## src/rtl/iexu_pkg.sv

```systemverilog
`timescale 1ns/1ps
package iexu_pkg;
    localparam int unsigned INSN_W  = 32;
    localparam int unsigned IDX_W   = 5;
    localparam int unsigned AMT_W   = 5;
    localparam logic [5:0]  OP_REGF = 6'h3A;

    typedef enum logic [4:0] {
        K_NONE, K_ADD, K_SUB, K_MUL, K_AND, K_OR, K_XOR, K_NOR,
        K_GE, K_LT, K_NE, K_EQ, K_GEU, K_LTU,
        K_ROL, K_ROR, K_SLL, K_SRL, K_SRA,
        K_MHUU, K_MHSU, K_MHSS
    } kind_e;

    typedef enum logic [1:0] {
        SRC_REG, SRC_SEXT, SRC_ZEXT, SRC_HIGH
    } opb_src_e;

    typedef struct packed {
        kind_e             kind;
        opb_src_e          src;
        logic              amt_imm;
        logic [IDX_W-1:0]  dst;
        logic              live;
        logic              rsvd;
    } dec_t;
endpackage

```

## src/rtl/iexu_decode.sv

```systemverilog
`timescale 1ns/1ps
module iexu_decode
    import iexu_pkg::*;
(
    input  logic [INSN_W-1:0] instr,
    output dec_t              dec
);
    logic [5:0] op;
    logic [5:0] opx;
    logic       regf;

    assign op   = instr[5:0];
    assign opx  = instr[16:11];
    assign regf = (op == OP_REGF);

    always_comb begin
        dec         = '0;
        dec.kind    = K_NONE;
        dec.src     = SRC_REG;
        dec.amt_imm = 1'b0;
        dec.dst     = regf ? instr[21:17] : instr[26:22];
        dec.live    = 1'b1;
        dec.rsvd    = 1'b0;
        if (!regf) begin
            case (op)
                6'h04: begin dec.kind = K_ADD; dec.src = SRC_SEXT; end
                6'h24: begin dec.kind = K_MUL; dec.src = SRC_SEXT; end
                6'h08: begin dec.kind = K_GE;  dec.src = SRC_SEXT; end
                6'h10: begin dec.kind = K_LT;  dec.src = SRC_SEXT; end
                6'h18: begin dec.kind = K_NE;  dec.src = SRC_SEXT; end
                6'h20: begin dec.kind = K_EQ;  dec.src = SRC_SEXT; end
                6'h28: begin dec.kind = K_GEU; dec.src = SRC_ZEXT; end
                6'h30: begin dec.kind = K_LTU; dec.src = SRC_ZEXT; end
                6'h0C: begin dec.kind = K_AND; dec.src = SRC_ZEXT; end
                6'h14: begin dec.kind = K_OR;  dec.src = SRC_ZEXT; end
                6'h1C: begin dec.kind = K_XOR; dec.src = SRC_ZEXT; end
                6'h2C: begin dec.kind = K_AND; dec.src = SRC_HIGH; end
                6'h34: begin dec.kind = K_OR;  dec.src = SRC_HIGH; end
                6'h3C: begin dec.kind = K_XOR; dec.src = SRC_HIGH; end
                6'h02, 6'h09, 6'h0A, 6'h11, 6'h12, 6'h19, 6'h1A, 6'h1D,
                6'h1F, 6'h21, 6'h22, 6'h29, 6'h2A, 6'h31, 6'h39, 6'h3D,
                6'h3E, 6'h3F: begin
                    dec.live = 1'b0;
                    dec.rsvd = 1'b1;
                end
                default: dec.live = 1'b0;
            endcase
        end else begin
            case (opx)
                6'h31: dec.kind = K_ADD;
                6'h39: dec.kind = K_SUB;
                6'h27: dec.kind = K_MUL;
                6'h0E: dec.kind = K_AND;
                6'h16: dec.kind = K_OR;
                6'h1E: dec.kind = K_XOR;
                6'h06: dec.kind = K_NOR;
                6'h08: dec.kind = K_GE;
                6'h10: dec.kind = K_LT;
                6'h18: dec.kind = K_NE;
                6'h20: dec.kind = K_EQ;
                6'h28: dec.kind = K_GEU;
                6'h30: dec.kind = K_LTU;
                6'h02: begin dec.kind = K_ROL; dec.amt_imm = 1'b1; end
                6'h12: begin dec.kind = K_SLL; dec.amt_imm = 1'b1; end
                6'h1A: begin dec.kind = K_SRL; dec.amt_imm = 1'b1; end
                6'h3A: begin dec.kind = K_SRA; dec.amt_imm = 1'b1; end
                6'h03: dec.kind = K_ROL;
                6'h0B: dec.kind = K_ROR;
                6'h13: dec.kind = K_SLL;
                6'h1B: dec.kind = K_SRL;
                6'h3B: dec.kind = K_SRA;
                6'h07: dec.kind = K_MHUU;
                6'h17: dec.kind = K_MHSU;
                6'h1F: dec.kind = K_MHSS;
                6'h00, 6'h0A, 6'h0F, 6'h11, 6'h15, 6'h19, 6'h21, 6'h22,
                6'h23, 6'h2A, 6'h2B, 6'h2C, 6'h2F, 6'h32, 6'h33, 6'h35,
                6'h37, 6'h38, 6'h3C, 6'h3D, 6'h3E, 6'h3F: begin
                    dec.live = 1'b0;
                    dec.rsvd = 1'b1;
                end
                default: dec.live = 1'b0;
            endcase
        end
    end
endmodule

```

## src/rtl/iexu_shift.sv

```systemverilog
`timescale 1ns/1ps
module iexu_shift
    import iexu_pkg::*;
#(
    parameter int unsigned XLEN = 32
) (
    input  logic [XLEN-1:0]  a,
    input  logic [AMT_W-1:0] amt,
    input  kind_e            kind,
    output logic [XLEN-1:0]  y
);
    localparam int unsigned DW = 2 * XLEN;

    logic [DW-1:0] dbl;
    logic [DW-1:0] rl;
    logic [DW-1:0] rr;

    always_comb begin
        dbl = {a, a};
        rl  = dbl << amt;
        rr  = dbl >> amt;
        case (kind)
            K_ROL:   y = rl[DW-1:XLEN];
            K_ROR:   y = rr[XLEN-1:0];
            K_SLL:   y = a << amt;
            K_SRL:   y = a >> amt;
            K_SRA:   y = $signed(a) >>> amt;
            default: y = '0;
        endcase
    end
endmodule

```

## src/rtl/iexu_mul.sv

```systemverilog
`timescale 1ns/1ps
module iexu_mul
    import iexu_pkg::*;
#(
    parameter int unsigned XLEN = 32
) (
    input  logic [XLEN-1:0] a,
    input  logic [XLEN-1:0] b,
    input  kind_e           kind,
    output logic [XLEN-1:0] lo,
    output logic [XLEN-1:0] hi
);
    localparam int unsigned PW = 2 * XLEN;

    logic          sgn_a;
    logic          sgn_b;
    logic [PW-1:0] ea;
    logic [PW-1:0] eb;
    logic [PW-1:0] prod;

    always_comb begin
        sgn_a = (kind == K_MHSU) || (kind == K_MHSS);
        sgn_b = (kind == K_MHSS);
        ea    = {{XLEN{sgn_a & a[XLEN-1]}}, a};
        eb    = {{XLEN{sgn_b & b[XLEN-1]}}, b};
        prod  = ea * eb;
        lo    = prod[XLEN-1:0];
        hi    = prod[PW-1:XLEN];
    end
endmodule

```

## src/rtl/int_exec_unit.sv

```systemverilog
`timescale 1ns/1ps
module int_exec_unit
    import iexu_pkg::*;
#(
    parameter int unsigned XLEN = 32
) (
    input  logic             clk,
    input  logic             rst_n,
    input  logic [31:0]      instr_i,
    input  logic [XLEN-1:0]  rs_a_i,
    input  logic [XLEN-1:0]  rs_b_i,
    output logic [XLEN-1:0]  result_o,
    output logic [4:0]       dst_o,
    output logic             wr_en_o,
    output logic             illegal_o
);
    typedef struct packed {
        logic [XLEN-1:0]  res;
        logic [IDX_W-1:0] dst;
        logic             we;
        logic             ill;
    } out_t;

    dec_t             dec;
    logic [XLEN-1:0]  opa;
    logic [XLEN-1:0]  opb_reg;
    logic [XLEN-1:0]  opb;
    logic [15:0]      imm16;
    logic [AMT_W-1:0] amt;
    logic [XLEN-1:0]  sh_y;
    logic [XLEN-1:0]  mul_lo;
    logic [XLEN-1:0]  mul_hi;
    logic [XLEN-1:0]  val;
    logic             lt_s;
    logic             lt_u;
    logic             eq;
    out_t             out_d;
    out_t             out_q;

    iexu_decode u_dec (
        .instr (instr_i),
        .dec   (dec)
    );

    always_comb begin
        opa     = (instr_i[31:27] == '0) ? '0 : rs_a_i;
        opb_reg = (instr_i[26:22] == '0) ? '0 : rs_b_i;
        imm16   = instr_i[21:6];
        case (dec.src)
            SRC_SEXT: opb = XLEN'($signed(imm16));
            SRC_ZEXT: opb = XLEN'(imm16);
            SRC_HIGH: opb = XLEN'({imm16, 16'h0000});
            default:  opb = opb_reg;
        endcase
        amt = dec.amt_imm ? instr_i[10:6] : opb_reg[AMT_W-1:0];
    end

    iexu_shift #(.XLEN(XLEN)) u_shift (
        .a    (opa),
        .amt  (amt),
        .kind (dec.kind),
        .y    (sh_y)
    );

    iexu_mul #(.XLEN(XLEN)) u_mul (
        .a    (opa),
        .b    (opb),
        .kind (dec.kind),
        .lo   (mul_lo),
        .hi   (mul_hi)
    );

    always_comb begin
        lt_s = $signed(opa) < $signed(opb);
        lt_u = opa < opb;
        eq   = (opa == opb);
        case (dec.kind)
            K_ADD:  val = opa + opb;
            K_SUB:  val = opa - opb;
            K_MUL:  val = mul_lo;
            K_AND:  val = opa & opb;
            K_OR:   val = opa | opb;
            K_XOR:  val = opa ^ opb;
            K_NOR:  val = ~(opa | opb);
            K_GE:   val = {{(XLEN-1){1'b0}}, ~lt_s};
            K_LT:   val = {{(XLEN-1){1'b0}}, lt_s};
            K_NE:   val = {{(XLEN-1){1'b0}}, ~eq};
            K_EQ:   val = {{(XLEN-1){1'b0}}, eq};
            K_GEU:  val = {{(XLEN-1){1'b0}}, ~lt_u};
            K_LTU:  val = {{(XLEN-1){1'b0}}, lt_u};
            K_ROL, K_ROR, K_SLL, K_SRL, K_SRA: val = sh_y;
            K_MHUU, K_MHSU, K_MHSS: val = mul_hi;
            default: val = '0;
        endcase
        out_d.dst = dec.dst;
        out_d.we  = dec.live && (dec.dst != '0);
        out_d.res = out_d.we ? val : '0;
        out_d.ill = dec.rsvd;
    end

    always_ff @(posedge clk) begin
        if (!rst_n) begin
            out_q <= '0;
        end else begin
            out_q <= out_d;
        end
    end

    assign result_o  = out_q.res;
    assign dst_o     = out_q.dst;
    assign wr_en_o   = out_q.we;
    assign illegal_o = out_q.ill;
endmodule

```

## config.mk

```make
export PLATFORM = sky130hd
export DESIGN_NAME = int_exec_unit
export DESIGN_NICKNAME = d
export VERILOG_FILES = /design/src/rtl/iexu_pkg.sv /design/src/rtl/iexu_decode.sv /design/src/rtl/iexu_shift.sv /design/src/rtl/iexu_mul.sv /design/src/rtl/int_exec_unit.sv
export SDC_FILE = /design/constraint.sdc
export NUM_CORES = 2
export LEC_CHECK = 0
export ABC_AREA = 1
export BUFFER_PORTS_ARGS = -buffer_cell sky130_fd_sc_hd__buf_2
export CAP_MARGIN = 40
export CORE_ASPECT_RATIO = 1.25
export CORE_MARGIN = 2
export CORE_UTILIZATION = 55
export CTS_CLUSTER_SIZE = 14
export DETAILED_ROUTE_END_ITERATION = 8
export MAX_ROUTING_LAYER = met4
export PLACE_DENSITY_LB_ADDON = 0.15
export SLEW_MARGIN = 20
export SYNTH_ARGS = -nofsm -noshare
export SYNTH_HDL_FRONTEND = slang
export SYNTH_SLANG_ARGS = --single-unit
```

## constraint.sdc

```tcl
create_clock -name clk -period 13.1 [get_ports clk]
set_input_delay 1.965 -clock clk [delete_from_list [all_inputs] [get_ports clk]]
set_output_delay 1.965 -clock clk [all_outputs]
set_load 0.02 [all_outputs]
```

## Word level (Yosys, flattened, before mapping)

Index checks and enable logic that the tools add are counted.

- Flip-flop bits (word level): 39
- Bits of input ports: 98
- Output and inout bits: 39

- $add $sub $neg: 2
- Multiply operators: 1
- $lt $le $gt $ge: 2
- Equality and inequality tests: 104
- Shift-type cells: 5
- Mux-type cells: 18
- Bitwise gates (word level): 9
- Reductions and logical operators: 18

Operator list:

| kind | count |
|---|---|
| $pmux 32 s15 | 1 |
| $eq 6x6->1 const B | 41 |
| $pmux 32 s5 | 1 |
| $eq 6x5->1 const B | 23 |
| $pmux 5 s21 | 1 |
| $pmux 32 s3 | 1 |
| $pmux 6 s14 | 1 |
| $lt 32x32->1 | 2 |
| $mul 33x33->64 | 1 |
| $mux 32 | 2 |
| $shl 64x5->64 | 1 |
| $shr 64x5->32 | 1 |
| $eq 6x4->1 const B | 9 |
| $eq 5x4->1 const B | 8 |
| $add 32x32->32 | 1 |
| $and 32x32->32 | 1 |
| $eq 32x32->1 | 1 |
| $not 32->32 | 1 |
| $or 32x32->32 | 1 |
| $shl 32x5->32 | 1 |
| $shr 32x5->32 | 1 |
| $sshr 32x5->32 | 1 |
| $sub 32x32->32 | 1 |
| $xor 32x32->32 | 1 |
| 27 further kinds | 56 |

## Longest topological paths before layout

- Depth after elaboration: 9
- Gate-level depth with buffers: 52

## Hierarchy

Synthesis repeated with hierarchy kept, for this count alone.

- Cell total of the unflattened synthesis: 8049
- Area, all modules: 54922.7 µm²

Modules (own cells, without submodules):

| module | instances | cells an instance | area an instance (µm²) |
|---|---|---|---|
| iexu_mul | 1 | 5011 | 39880.7 |
| int_exec_unit | 1 | 1757 | 9242.6 |
| iexu_shift | 1 | 1113 | 5004.8 |
| iexu_decode | 1 | 168 | 794.5 |

## Worst setup path before layout

No wires, ideal clock.

- Path type: input to register
- From: input port instr_i[2]
- To: register out_q, in the netlist result_o[26]
- Library setup time: 120 ps
- Arrival: 10251 ps
- Setup slack: 2730 ps
- Cell stages on the path: 42
- Buffers on the path: 2
- Cell sequence: buf_6 > nand2_1 > nor2_1 > nand2_1 > nand2_1 > nor2_1 > nand2_1 > nor2_4 > inv_2 > nand2_1 > clkbuf_1 > o22ai_1 > inv_1 > nor2_1 > nand2_1 > fa_1 > fa_1 > inv_1 > [... 6 more ...] > inv_1 > fa_1 > fa_1 > inv_1 > ha_1 > a21o_1 > a31oi_1 > nand2_1 > a21oi_1 > o21ai_0 > a31oi_1 > nand2_1 > nand2_1 > nor2_1 > nor2_1 > nand4_1 > nor2_1 > nor2_1

- Word-level cells in the longest chain between the ends: 8
- Elaborated cells between the ends (all ways): 71
- Those cells by class: 2 x add/sub; 1 x mul; 39 x eq/ne; 5 x shift; 11 x mux; 6 x bitwise; 7 x reduce/logical

Ends and longest elaborated chain:

| element | line | RTL |
|---|---|---|
| start: declaration | int_exec_unit.sv:9 | `input logic [31:0] instr_i,` |
| $eq 6x6->1 (tied with other cells) | iexu_decode.sv:25 | `case (op)` |
| $pmux 6 s14 | iexu_decode.sv:25 |  |
| $mux 2 / $mux 5 (equally long branches) | iexu_decode.sv:24 | `if (!regf) begin` |
| $eq 2x2->1 (tied with other cells) | int_exec_unit.sv:49 | `case (dec.src)` |
| $pmux 32 s3 / $logic_or 1x1->1 (equally long branches) | int_exec_unit.sv:49, iexu_mul.sv:22 |  |
| $and 1x1->1 (tied with other cells) | iexu_mul.sv:25 | `eb = {{XLEN{sgn_b & b[XLEN-1]}}, b};` |
| $mul 33x33->64 / $not 32->32 (equally long branches) | iexu_mul.sv:26, int_exec_unit.sv:84 |  |
| $pmux 32 s15 | int_exec_unit.sv:77 | `case (dec.kind)` |
| end signal: assignment | int_exec_unit.sv:105 | `out_q <= out_d;` |
| end: declaration | int_exec_unit.sv:38 | `out_t out_q;` |

Parallel ways exist; a longest one is shown, timed or not.
A chain may end at the register's enable or synchronous reset.

## Worst setup path after layout

- From: input port instr_i[1]
- To: register out_q, in the netlist result_o[17]

The elaborated chain is that of the path after synthesis.

==> metrics <==
IO Count 137; routability cong. 1.156; Max Slew Vio Count 0; full die area 95,730 um2; top achievable clock speed 0.07828 GHz; pin count of the biggest net entering global routing 75; GRT Total Usage 0.5065; Synth area leader fa_1; wire length per cell 27.62 um; Mapped Nets 8,654; drt first pass iters 9; CTS tree built; Via density 5.997; Adder-Cell Fraction of Synth Area 0.5150; maxcap violations 0; synthesized area 51,290 um2; share of layout cells above drive strength 1 0.07236; synthesis-stage register bit count 39; Antenna Nets Post-Route 0; initial core utilization 0.5531; highest routed layer met4; fin crit period 12,770 ps; XOR/XNOR Fraction of Synth Area 0.01093; RSZ-0062 raised after global routing no; Clock Path Buffers 2; complex-gate fraction of the synthesized area 0.07786; fin util 0.5894; vias in the first global route 52.79k; buffers added on ports 136; die height 345.4 um; CP startpoint kind input pin; Iter 0 DRT Violations 5,804; Seq/Total Area, Yosys 0.01522; CP dominant cell by count inv_1; CTS buffer count 5; post-synthesis simple-gate area fraction 0.2345; status complete, no violations; Final Hold Viols 0; post-cts sizing count 0; hold-fix buffer count after cts 0; syn avg cell area 7.203 um2; final setup violation count 0; Critical Path Max Stage Delay 810 ps; initial antenna violation count 16; Cells after Synth 7,121; worst path arrival time 12,990 ps; CTS H-tree depth 2; Synthesis Warnings 0; slew at the pin with the worst max-slew slack 936.3 ps; Layout Area Growth over Synthesis 6.576%; hpwl dp 190,800 um; post-synthesis mux area share 0.0004147; largest family of logic cells by synthesized area adder cells; Die X 277.1 um; top cells by area, synth fa_1 (44%), nand2_1 (13%), inv_1 (12%), ha_1 (7.5%), nor2_1 (4.4%); Num Clock Sinks 39; DR WL met3 26,710 um; setup repair bufs after CTS 0; most instantiated cells after synthesis nand2_1 (1,770), inv_1 (1,586), fa_1 (1,127); Post-synth EDFFs 0; relative slew slack 0.3736; Filler cells 8,612; Root Buffer clkbuf_16; Routed WL 232,500 um; Synth Flop Type dfxtp_1; Worst EP required 13,310 ps; critical path class input pin to register; setup total negative slack 0 ps; period utilisation layout 0.9751; wire length on met2 100,500 um; CORE AREA 92,750 um2; most common cell in the netlist nand2_1; CP max-delay cell a31oi_1; Remaining DRCs 0; remaining global-route overflow 0; Layout Nets 8,732; row count 125; Worst-path clk slew 90 ps; Critical Path End Type register; Unique masters post-synth 60; HP Class input pin to register; Metal-1 WL 80,020 um; total number of vias 50.47k; crit-path max FO 30; first-pass GRT wire length 341,100 um; fraction of registers with async set/reset 0; top cell type's share of synthesized area 0.4399
## path summary, 6_finish.rpt
kind | startpoint | to | slack, ps | cells past startpoint
min | instr_i[0] | illegal_o$_SDFF_PN0_ | 1970 | 4
max | instr_i[1] | result_o[17]$_SDFF_PN0_ | 330 | 43
## through the flow
step                      worst slack [ps]  std cells  hold slack [ps]  cell area [um2]
after CTS                            769.5       8401             1968            54590
after global placement               379.0       8376             2304            54130
after detailed placement             424.0       8393             2319            54440
after global routing                 79.65       8415             1991            54660
after floorplan                       2730       7121             2158            51290
final                                326.1       8416             1968            54670
## flip-flops by register name, summed over array words and instances (netlist names)
register,count
result_o,32
illegal_o,1
dst_o,5
wr_en_o,1
## area by class of cell
cell class / count / area (um2) / share of cell area
diodes: 10 / 25.02 / 0.0004578
clock buffers: 5 / 125.1 / 0.002289
clock inverters: 3 / 23.77 / 0.0004349
inverters: 1637 / 6147 / 0.1124
multi-input cells: 5132 / 43150 / 0.7894
flip-flops and latches: 39 / 780.7 / 0.01428
well taps: 1206 / 1509 / 0.02760
repair buffers: 384 / 2903 / 0.05310
## cell usage in the layout (no fill, tap or decap), types with 18 or more instances in the layout
cell type and n:
nand2_1 1769, inv_1 1583, fa_1 1127, nor2_1 605, nand3_1 370, ha_1 308, buf_4 215, a21oi_1 214
o21ai_0 211, buf_2 138, o21ai_1 57, xor2_1 43, nor3_1 40, nand4_1 39, dfxtp_1 39, inv_2 35
o22ai_1 33, a21o_1 27, a31oi_1 26, o211ai_1 24, nand2_2 23, xnor2_1 21, buf_12 19, clkinv_1 18
o21a_1 18
## kinds of logic (layout without fill, tap and decap cells)
kind of cell             count (synthesis)  count (layout)
adder cells (fa/ha/maj)               1435            1435
other                                    0              10
flip-flops                              39              39
AND/OR/NAND/NOR                       2934            2934
multiplexers                             2               2
buffers and inverters                 1950            2029
AO/OA/AOI/OAI                          697             697
XOR/XNOR                                64              64
## metal layers
| layer | GRT usage | vias up |
|---|---|---|
| met5 | - | - |
| met4 | 0.4153 | 0 |
| met3 | 0.1333 | 1092 |
| met2 | 0.7506 | 3479 |
| met1 | 0.5776 | 24576 |
| li1 | - | 21320 |
## worst max-delay path: cells and delay by family
kind                     cells  cell delay (ps)
AO/OA/AOI/OAI                5             1850
AND/OR/NAND/NOR             16             2550
XOR/XNOR                     1              540
buffers and inverters       12             1580
adder cells (fa/ha/maj)      9             4380
Power is left out: the tool's default activity adds up to more than one toggle a clock period on the data nets, which glitch-free logic cannot reach.
